`config.mk`:
```
export PLATFORM = sky130hd
export DESIGN_NAME = wiper_cmd_slave
export DESIGN_NICKNAME = d
export VERILOG_FILES = /design/src/rtl/wcs_pkg.sv /design/src/rtl/wcs_bus_sense.sv /design/src/rtl/wcs_bit_frame.sv /design/src/rtl/wiper_cmd_slave.sv
export SDC_FILE = /design/constraint.sdc
export NUM_CORES = 1
export LEC_CHECK = 0
export ABC_AREA = 1
export BUFFER_PORTS_ARGS = -buffer_cell sky130_fd_sc_hd__buf_4
export CAP_MARGIN = 0
export CORE_MARGIN = 4
export CORE_UTILIZATION = 55
export DETAILED_ROUTE_END_ITERATION = 8
export PLACE_DENSITY = 0.88
export SYNTH_ARGS = -nofsm -noshare
export SYNTH_HDL_FRONTEND = slang
export SYNTH_HIERARCHICAL = 1
export SYNTH_SLANG_ARGS = --single-unit
```
`constraint.sdc`:
```
create_clock -name clk_i -period 2.47 [get_ports clk_i]
set_input_delay 0.494 -clock clk_i [delete_from_list [all_inputs] [get_ports clk_i]]
set_output_delay 0.494 -clock clk_i [all_outputs]
set_load 0.05 [all_outputs]
```
`src/rtl/wcs_pkg.sv`:
```
`timescale 1ns/1ps
package wcs_pkg;
  localparam logic [3:0] OP_RD_LATCH = 4'b1001;
  localparam logic [3:0] OP_WR_LATCH = 4'b1010;
  localparam logic [3:0] OP_RD_REG   = 4'b1011;
  localparam logic [3:0] OP_WR_REG   = 4'b1100;
  localparam logic [3:0] OP_REG2LAT  = 4'b1101;
  localparam logic [3:0] OP_LAT2REG  = 4'b1110;
  localparam logic [3:0] OP_GREG2LAT = 4'b0001;
  localparam logic [3:0] OP_GLAT2REG = 4'b1000;
  localparam logic [3:0] OP_STEP     = 4'b0010;

  typedef enum logic [2:0] {
    ST_IDLE, ST_ADDR, ST_INSTR, ST_RX, ST_TX, ST_STEP, ST_HOLD, ST_IGNORE
  } state_e;

  typedef enum logic [2:0] {
    K_READ, K_WRITE, K_XFER, K_STEP, K_BAD
  } kind_e;

  function automatic kind_e op_kind(input logic [3:0] op);
    case (op)
      OP_RD_LATCH, OP_RD_REG:                           return K_READ;
      OP_WR_LATCH, OP_WR_REG:                           return K_WRITE;
      OP_REG2LAT, OP_LAT2REG, OP_GREG2LAT, OP_GLAT2REG: return K_XFER;
      OP_STEP:                                          return K_STEP;
      default:                                          return K_BAD;
    endcase
  endfunction
endpackage

```
`src/rtl/wcs_bus_sense.sv`:
```
`timescale 1ns/1ps
module wcs_bus_sense #(
  parameter int SYNC_STAGES = 2
) (
  input  logic clk_i,
  input  logic rst_ni,
  input  logic scl_i,
  input  logic sda_i,
  output logic sda_o,
  output logic scl_rise_o,
  output logic scl_fall_o,
  output logic start_o,
  output logic stop_o
);
  logic [SYNC_STAGES-1:0] scl_sync, sda_sync;
  logic scl_p, sda_p;

  generate
    if (SYNC_STAGES == 1) begin : g_one
      always_ff @(posedge clk_i or negedge rst_ni)
        if (!rst_ni) begin
          scl_sync <= '1;
          sda_sync <= '1;
        end else begin
          scl_sync <= scl_i;
          sda_sync <= sda_i;
        end
    end else begin : g_many
      always_ff @(posedge clk_i or negedge rst_ni)
        if (!rst_ni) begin
          scl_sync <= '1;
          sda_sync <= '1;
        end else begin
          scl_sync <= {scl_sync[SYNC_STAGES-2:0], scl_i};
          sda_sync <= {sda_sync[SYNC_STAGES-2:0], sda_i};
        end
    end
  endgenerate

  always_ff @(posedge clk_i or negedge rst_ni)
    if (!rst_ni) begin
      scl_p <= 1'b1;
      sda_p <= 1'b1;
    end else begin
      scl_p <= scl_sync[SYNC_STAGES-1];
      sda_p <= sda_sync[SYNC_STAGES-1];
    end

  logic scl_s;
  assign scl_s      = scl_sync[SYNC_STAGES-1];
  assign sda_o      = sda_sync[SYNC_STAGES-1];
  assign scl_rise_o = scl_s & ~scl_p;
  assign scl_fall_o = ~scl_s & scl_p;
  assign start_o    = scl_s & scl_p & sda_p & ~sda_o;
  assign stop_o     = scl_s & scl_p & ~sda_p & sda_o;
endmodule

```
`src/rtl/wcs_bit_frame.sv`:
```
`timescale 1ns/1ps
module wcs_bit_frame #(
  parameter int BYTE_W = 8
) (
  input  logic              clk_i,
  input  logic              rst_ni,
  input  logic              clear_i,
  input  logic              scl_rise_i,
  input  logic              scl_fall_i,
  input  logic              sda_i,
  output logic [BYTE_W-1:0] byte_o,
  output logic              ack_begin_o,
  output logic              ack_end_o,
  output logic              tx_fall_o
);
  localparam int CNT_W = $clog2(BYTE_W + 2);
  localparam logic [CNT_W-1:0] ACK_SLOT = CNT_W'(BYTE_W);
  localparam logic [CNT_W-1:0] ACK_DONE = CNT_W'(BYTE_W + 1);

  logic [CNT_W-1:0] cnt_q;

  always_ff @(posedge clk_i or negedge rst_ni)
    if (!rst_ni) begin
      cnt_q  <= '0;
      byte_o <= '0;
    end else if (clear_i) begin
      cnt_q <= '0;
    end else if (scl_rise_i) begin
      if (cnt_q < ACK_SLOT) byte_o <= {byte_o[BYTE_W-2:0], sda_i};
      if (cnt_q < ACK_DONE) cnt_q <= cnt_q + 1'b1;
    end else if (scl_fall_i && cnt_q == ACK_DONE) begin
      cnt_q <= '0;
    end

  // falls after bits 1..7 hand the next transmit bit to the line
  assign ack_begin_o = scl_fall_i && cnt_q == ACK_SLOT;
  assign ack_end_o   = scl_fall_i && cnt_q == ACK_DONE;
  assign tx_fall_o   = scl_fall_i && cnt_q != '0 && cnt_q < ACK_SLOT;
endmodule

```
`src/rtl/wiper_cmd_slave.sv`:
```
`timescale 1ns/1ps
module wiper_cmd_slave #(
  parameter int         WIPER_W     = 6,
  parameter int         SYNC_STAGES = 2,
  parameter logic [3:0] DEV_TYPE    = 4'b0101
) (
  input  logic                 clk_i,
  input  logic                 rst_ni,
  input  logic                 scl_i,
  input  logic                 sda_i,
  output logic                 sda_oe_o,
  input  logic [3:0]           addr_pins_i,
  input  logic                 nv_busy_i,
  input  logic [WIPER_W-1:0]   latch_i,
  input  logic [4*WIPER_W-1:0] regs_i,
  output logic                 cmd_valid_o,
  output logic [3:0]           cmd_op_o,
  output logic [1:0]           cmd_reg_o,
  output logic [WIPER_W-1:0]   cmd_data_o,
  output logic                 step_o,
  output logic                 step_up_o
);
  import wcs_pkg::*;

  localparam int BYTE_W = 8;
  localparam int PAD_W  = BYTE_W - WIPER_W;

  logic sda_s, scl_rise, scl_fall, start_ev, stop_ev;
  logic [BYTE_W-1:0] rx_byte;
  logic ack_begin, ack_end, tx_fall;

  wcs_bus_sense #(.SYNC_STAGES(SYNC_STAGES)) u_sense (
    .clk_i, .rst_ni, .scl_i, .sda_i,
    .sda_o(sda_s), .scl_rise_o(scl_rise), .scl_fall_o(scl_fall),
    .start_o(start_ev), .stop_o(stop_ev)
  );

  wcs_bit_frame #(.BYTE_W(BYTE_W)) u_frame (
    .clk_i, .rst_ni, .clear_i(start_ev),
    .scl_rise_i(scl_rise), .scl_fall_i(scl_fall), .sda_i(sda_s),
    .byte_o(rx_byte), .ack_begin_o(ack_begin), .ack_end_o(ack_end),
    .tx_fall_o(tx_fall)
  );

  state_e             st_q;
  logic [3:0]         op_q;
  logic [1:0]         sel_q;
  logic [WIPER_W-1:0] data_q;
  logic [BYTE_W-1:0]  tx_q;
  logic               pend_q, lvl_q, armed_q;

  logic addr_hit;
  assign addr_hit = rx_byte[7:4] == DEV_TYPE && rx_byte[3:0] == addr_pins_i && !nv_busy_i;

  logic [WIPER_W-1:0] rd_val;
  assign rd_val = (op_q == OP_RD_LATCH) ? latch_i : regs_i[sel_q*WIPER_W +: WIPER_W];

  logic [BYTE_W-1:0] rd_byte;
  assign rd_byte = {{PAD_W{1'b0}}, rd_val};

  always_ff @(posedge clk_i or negedge rst_ni)
    if (!rst_ni) begin
      st_q        <= ST_IDLE;
      op_q        <= '0;
      sel_q       <= '0;
      data_q      <= '0;
      tx_q        <= '0;
      pend_q      <= 1'b0;
      lvl_q       <= 1'b0;
      armed_q     <= 1'b0;
      sda_oe_o    <= 1'b0;
      cmd_valid_o <= 1'b0;
      step_o      <= 1'b0;
      step_up_o   <= 1'b0;
    end else begin
      cmd_valid_o <= 1'b0;
      step_o      <= 1'b0;
      if (start_ev) begin
        st_q     <= ST_ADDR;
        sda_oe_o <= 1'b0;
        pend_q   <= 1'b0;
        armed_q  <= 1'b0;
      end else if (stop_ev) begin
        cmd_valid_o <= (st_q == ST_HOLD) && pend_q;
        st_q        <= ST_IDLE;
        sda_oe_o    <= 1'b0;
        pend_q      <= 1'b0;
        armed_q     <= 1'b0;
      end else begin
        unique case (st_q)
          ST_ADDR: begin
            if (ack_begin) begin
              if (addr_hit) sda_oe_o <= 1'b1;
              else          st_q     <= ST_IGNORE;
            end
            if (ack_end) begin
              sda_oe_o <= 1'b0;
              st_q     <= ST_INSTR;
            end
          end
          ST_INSTR: begin
            if (ack_begin) begin
              sda_oe_o <= 1'b1;
              op_q     <= rx_byte[7:4];
              sel_q    <= rx_byte[3:2];
            end
            if (ack_end) begin
              sda_oe_o <= 1'b0;
              unique case (op_kind(op_q))
                K_READ: begin
                  tx_q     <= rd_byte;
                  sda_oe_o <= ~rd_byte[BYTE_W-1];
                  st_q     <= ST_TX;
                end
                K_WRITE: st_q <= ST_RX;
                K_XFER: begin
                  pend_q <= 1'b1;
                  st_q   <= ST_HOLD;
                end
                K_STEP:  st_q <= ST_STEP;
                default: st_q <= ST_IGNORE;
              endcase
            end
          end
          ST_RX: begin
            if (ack_begin) begin
              sda_oe_o <= 1'b1;
              data_q   <= rx_byte[WIPER_W-1:0];
            end
            if (ack_end) begin
              sda_oe_o <= 1'b0;
              pend_q   <= 1'b1;
              st_q     <= ST_HOLD;
            end
          end
          ST_TX: begin
            if (tx_fall) begin
              tx_q     <= {tx_q[BYTE_W-2:0], 1'b0};
              sda_oe_o <= ~tx_q[BYTE_W-2];
            end
            if (ack_begin) sda_oe_o <= 1'b0;
            if (ack_end)   st_q     <= ST_HOLD;
          end
          ST_STEP: begin
            if (scl_rise) begin
              lvl_q   <= sda_s;
              armed_q <= 1'b1;
            end else if (scl_fall && armed_q) begin
              step_o    <= 1'b1;
              step_up_o <= lvl_q;
              armed_q   <= 1'b0;
            end
          end
          default: ;
        endcase
      end
    end

  assign cmd_op_o   = op_q;
  assign cmd_reg_o  = sel_q;
  assign cmd_data_o = data_q;
endmodule

```
==> impl_metrics.env <==
export IMPL_outcome="finished clean"
export IMPL_synth_edff_count=0
export IMPL_synthCells=379
export IMPL_htree_levels=2
export IMPL_dp_hpwl_um=4850
export IMPL_routed_wl_um=6490
export IMPL_cp_common_cell="nor2_1"
export IMPL_syn_nets=427
export IMPL_synth_area_mm2=0.00276
export IMPL_yosys_top_cells_area="dfrtp_1, nand2_1, inv_1"
export IMPL_via_count=2648
export IMPL_finalClockSkew_ps=4.69
export IMPL_multi_input_area_mm2=0.00135
export IMPL_postCtsHoldBufs=0
export IMPL_core_mm2=0.00479
export IMPL_critPathRequiredTime_ps=2650
export IMPL_hp_class="in -> async"
export IMPL_avgSynthCellArea_um2=7.29
export IMPL_drt_first_iter_violations=212
export IMPL_clkSinkCount=47
export IMPL_slew_headroom=0.611
export IMPL_antenna_cells_inserted=0
export IMPL_dpl_cell_count=495
export IMPL_synth_common_cells="nand2_1, inv_1, nor2_1"
export IMPL_drive_gt1_frac=0.216
export IMPL_critPathMaxStageDelay_ps=540
export IMPL_grt_antenna_before_repair=0
export IMPL_setup_viol=0
export IMPL_criticalPathCategory="reg -> reg"
export IMPL_ys_flop_type="dfrtp_1"
export IMPL_grt_max_degree=48
export IMPL_clkTransAtPathRegs_ps=80
export IMPL_maxSlewViolCount=0
export IMPL_dp_worst_setup_slack_ps=352
export IMPL_die_area_mm2=0.00622
export IMPL_power_density_mw_per_mm2=808
export IMPL_yosysMostFrequentCell="nand2_1"
export IMPL_grt_overflow_total=0
export IMPL_final_hold_viol_count=0
export IMPL_ys_ff_latch=47
export IMPL_drtAntennaViolNets=0
export IMPL_finalSetupTns_ps=0
export IMPL_start_util=0.577
export IMPL_start_kind="flip-flop"
export IMPL_crit_buf_inv=2
export IMPL_port_buffers=54
export IMPL_grt_pass1_wl_um=11100
export IMPL_syn2layout_area_growth_pct=20.5
export IMPL_rsz0062_at_grt="false"
export IMPL_post_route_period_util=0.868
export IMPL_grt_usage=0.222
export IMPL_final_cells=503
export IMPL_ys_seq_area_frac=0.428
export IMPL_cap_violations=0
export IMPL_dr_pass1_iters=9
export IMPL_setup_slack_ps=326
export IMPL_cts_max_path_buffers=2
export IMPL_fin_crit_ps=2140
export IMPL_rows=25
export IMPL_drc=0
export IMPL_register_area_mm2=0.00118
export IMPL_cts_resized=0
export IMPL_yosysUniqueCellTypes=32
export IMPL_ys_async_sr_fraction=1.00
export IMPL_hold_slack_ps=201
export IMPL_grt_pass1_vias=2505
export IMPL_critical_path_top_delay_family="simple AND/OR/NAND/NOR gates"
export IMPL_viasPerCell=5.26
export IMPL_peakVddDrop_uv=628
export IMPL_worst_pin_slew_ps=584
export IMPL_avgRoutedWirePerCell_um=12.9
export IMPL_pin_count=55
export IMPL_synth_top_area_frac=0.371
export IMPL_gp_congestion=0.874
export IMPL_fillCellCount=402
export IMPL_cts_buffers=5
export IMPL_path_max_fanout=11
export IMPL_fmax_mhz=466
export IMPL_leakagePower_nw=1.77
export IMPL_cp_end_kind="flip-flop"
export IMPL_cts_setup_buffers=0
export IMPL_yosysWarnings=6
export IMPL_nets=483
export IMPL_cts_root_buf="clkbuf_8"
export IMPL_worstPathCellList="inv_1, nor2_1, nand2_1, nor2_1, inv_1, nor2_1, nand3_1, mux2_2"
export IMPL_worst_ep_arrival_time_ps=2320
export IMPL_fp_dieW_um=78.9
export IMPL_yosys_area_top_type="dfrtp_1"
export IMPL_die_y_um=78.9
export IMPL_cpMaxStageDelayCell="dfstp_2"
export IMPL_cts_tree="yes"
export IMPL_clkLatencyLatePin_ps=290
-- logic make-up (layout without fill, tap and decap cells) --
kind of cell / Yosys count / after routing / synth area share
adders and majority gates: 9 / 9 / 0.0408
and+or+nand+nor: 203 / 203 / 0.313
muxes: 3 / 3 / 0.0122
AOI/OAI and AO/OA: 58 / 58 / 0.120
DFF: 47 / 47 / 0.428
xor gates and xnor gates: 1 / 1 / 0.00317
buffers and inverters: 58 / 115 / 0.0815
-- area by class of cell --
class                           count  share of cell area
Inverter                           52              0.0586
Multi-Input combinational cell    274               0.407
Clock buffer                        8              0.0301
Sequential cell                    47               0.356
Timing Repair Buffer               55               0.124
Tap cell                           67              0.0252
-- flip-flops by register name, indices dropped and copies added, names as in the netlist, 3 cells and up --
register and cells:
tx_q 7, cmd_op_o 4, st_q 3, u_frame/cnt_q 4, cmd_data_o 6, u_frame/byte_o 8
-- routing by layer --
metal	global-route usage	part of all wire	vias up
met5	0	0	-
met4	0.0619	0.013	0
met3	0.0454	0.069	9
met2	0.387	0.49	96
met1	0.279	0.42	1222
li1	-	-	1321
-- where the power goes --
| part | total (mW) | switching (mW) | internal [mW] | leakage [nW] |
|---|---|---|---|---|
| clock | 0.492 | 0.236 | 0.255 | 0.0515 |
| combinational | 1.02 | 0.662 | 0.361 | 1.13 |
| sequential | 1.18 | 0.195 | 0.981 | 0.592 |
| total | 2.69 | 1.09 | 1.60 | 1.77 |
-- worst reg2reg max path: cells and delay by family (launching register included) --
| family | cells | cell delay, ps |
|---|---|---|
| and+or+nand+nor | 5 | 950 |
| DFF | 1 | 540 |
| muxes | 1 | 380 |
| buffers and inverters | 2 | 160 |
-- layout by cell type (no fill, tap or decap), types with 3 or more instances in the layout --
| master | count |
|---|---|
| mux2_2 | 3 |
| nand3_1 | 22 |
| o21ai_1 | 3 |
| nor3_1 | 3 |
| nor2_2 | 4 |
| inv_2 | 7 |
| a31oi_1 | 7 |
| nand2_1 | 119 |
| dfstp_2 | 6 |
| nor2_1 | 42 |
| ha_1 | 9 |
| o22ai_1 | 5 |
| buf_4 | 55 |
| a21oi_1 | 4 |
| nand4_1 | 4 |
| nand2_2 | 3 |
| o21ai_0 | 31 |
| clkbuf_8 | 7 |
| o21ai_2 | 3 |
| dfrtp_1 | 41 |
| inv_1 | 45 |
-- final timing paths --
| path | end | depth (start not counted) | start | slack (ps) |
|---|---|---|---|---|
| max | cmd_data_o[0] | 8 | u_sense/scl_p | 330 |
| min | tx_q[1] | 1 | rst_ni | 200 |
| max reg2reg | cmd_data_o[0] | 8 | u_sense/scl_p | 330 |
| min reg2reg | u_sense/sda_sync[1] | 0 | u_sense/sda_sync[0] | 360 |
| max in group asynchronous | cmd_data_o[0] | 1 | rst_ni | 1880 |
| min in group clk_i | u_sense/scl_sync[0] | 1 | scl_i | 300 |
-- metrics by stage --
| stage | utilization | instance area (um^2) | power, mW |
|---|---|---|---|
| floorplan | - | 2760 | 1.89 |
| global placement | 0.675 | 3230 | 2.14 |
| detailed placement | 0.675 | 3230 | 2.19 |
| CTS | 0.696 | 3330 | 2.70 |
| global route | 0.696 | 3330 | 2.90 |
| finish | 0.696 | 3330 | 2.69 |
Power figures use the tool's default switching activity.
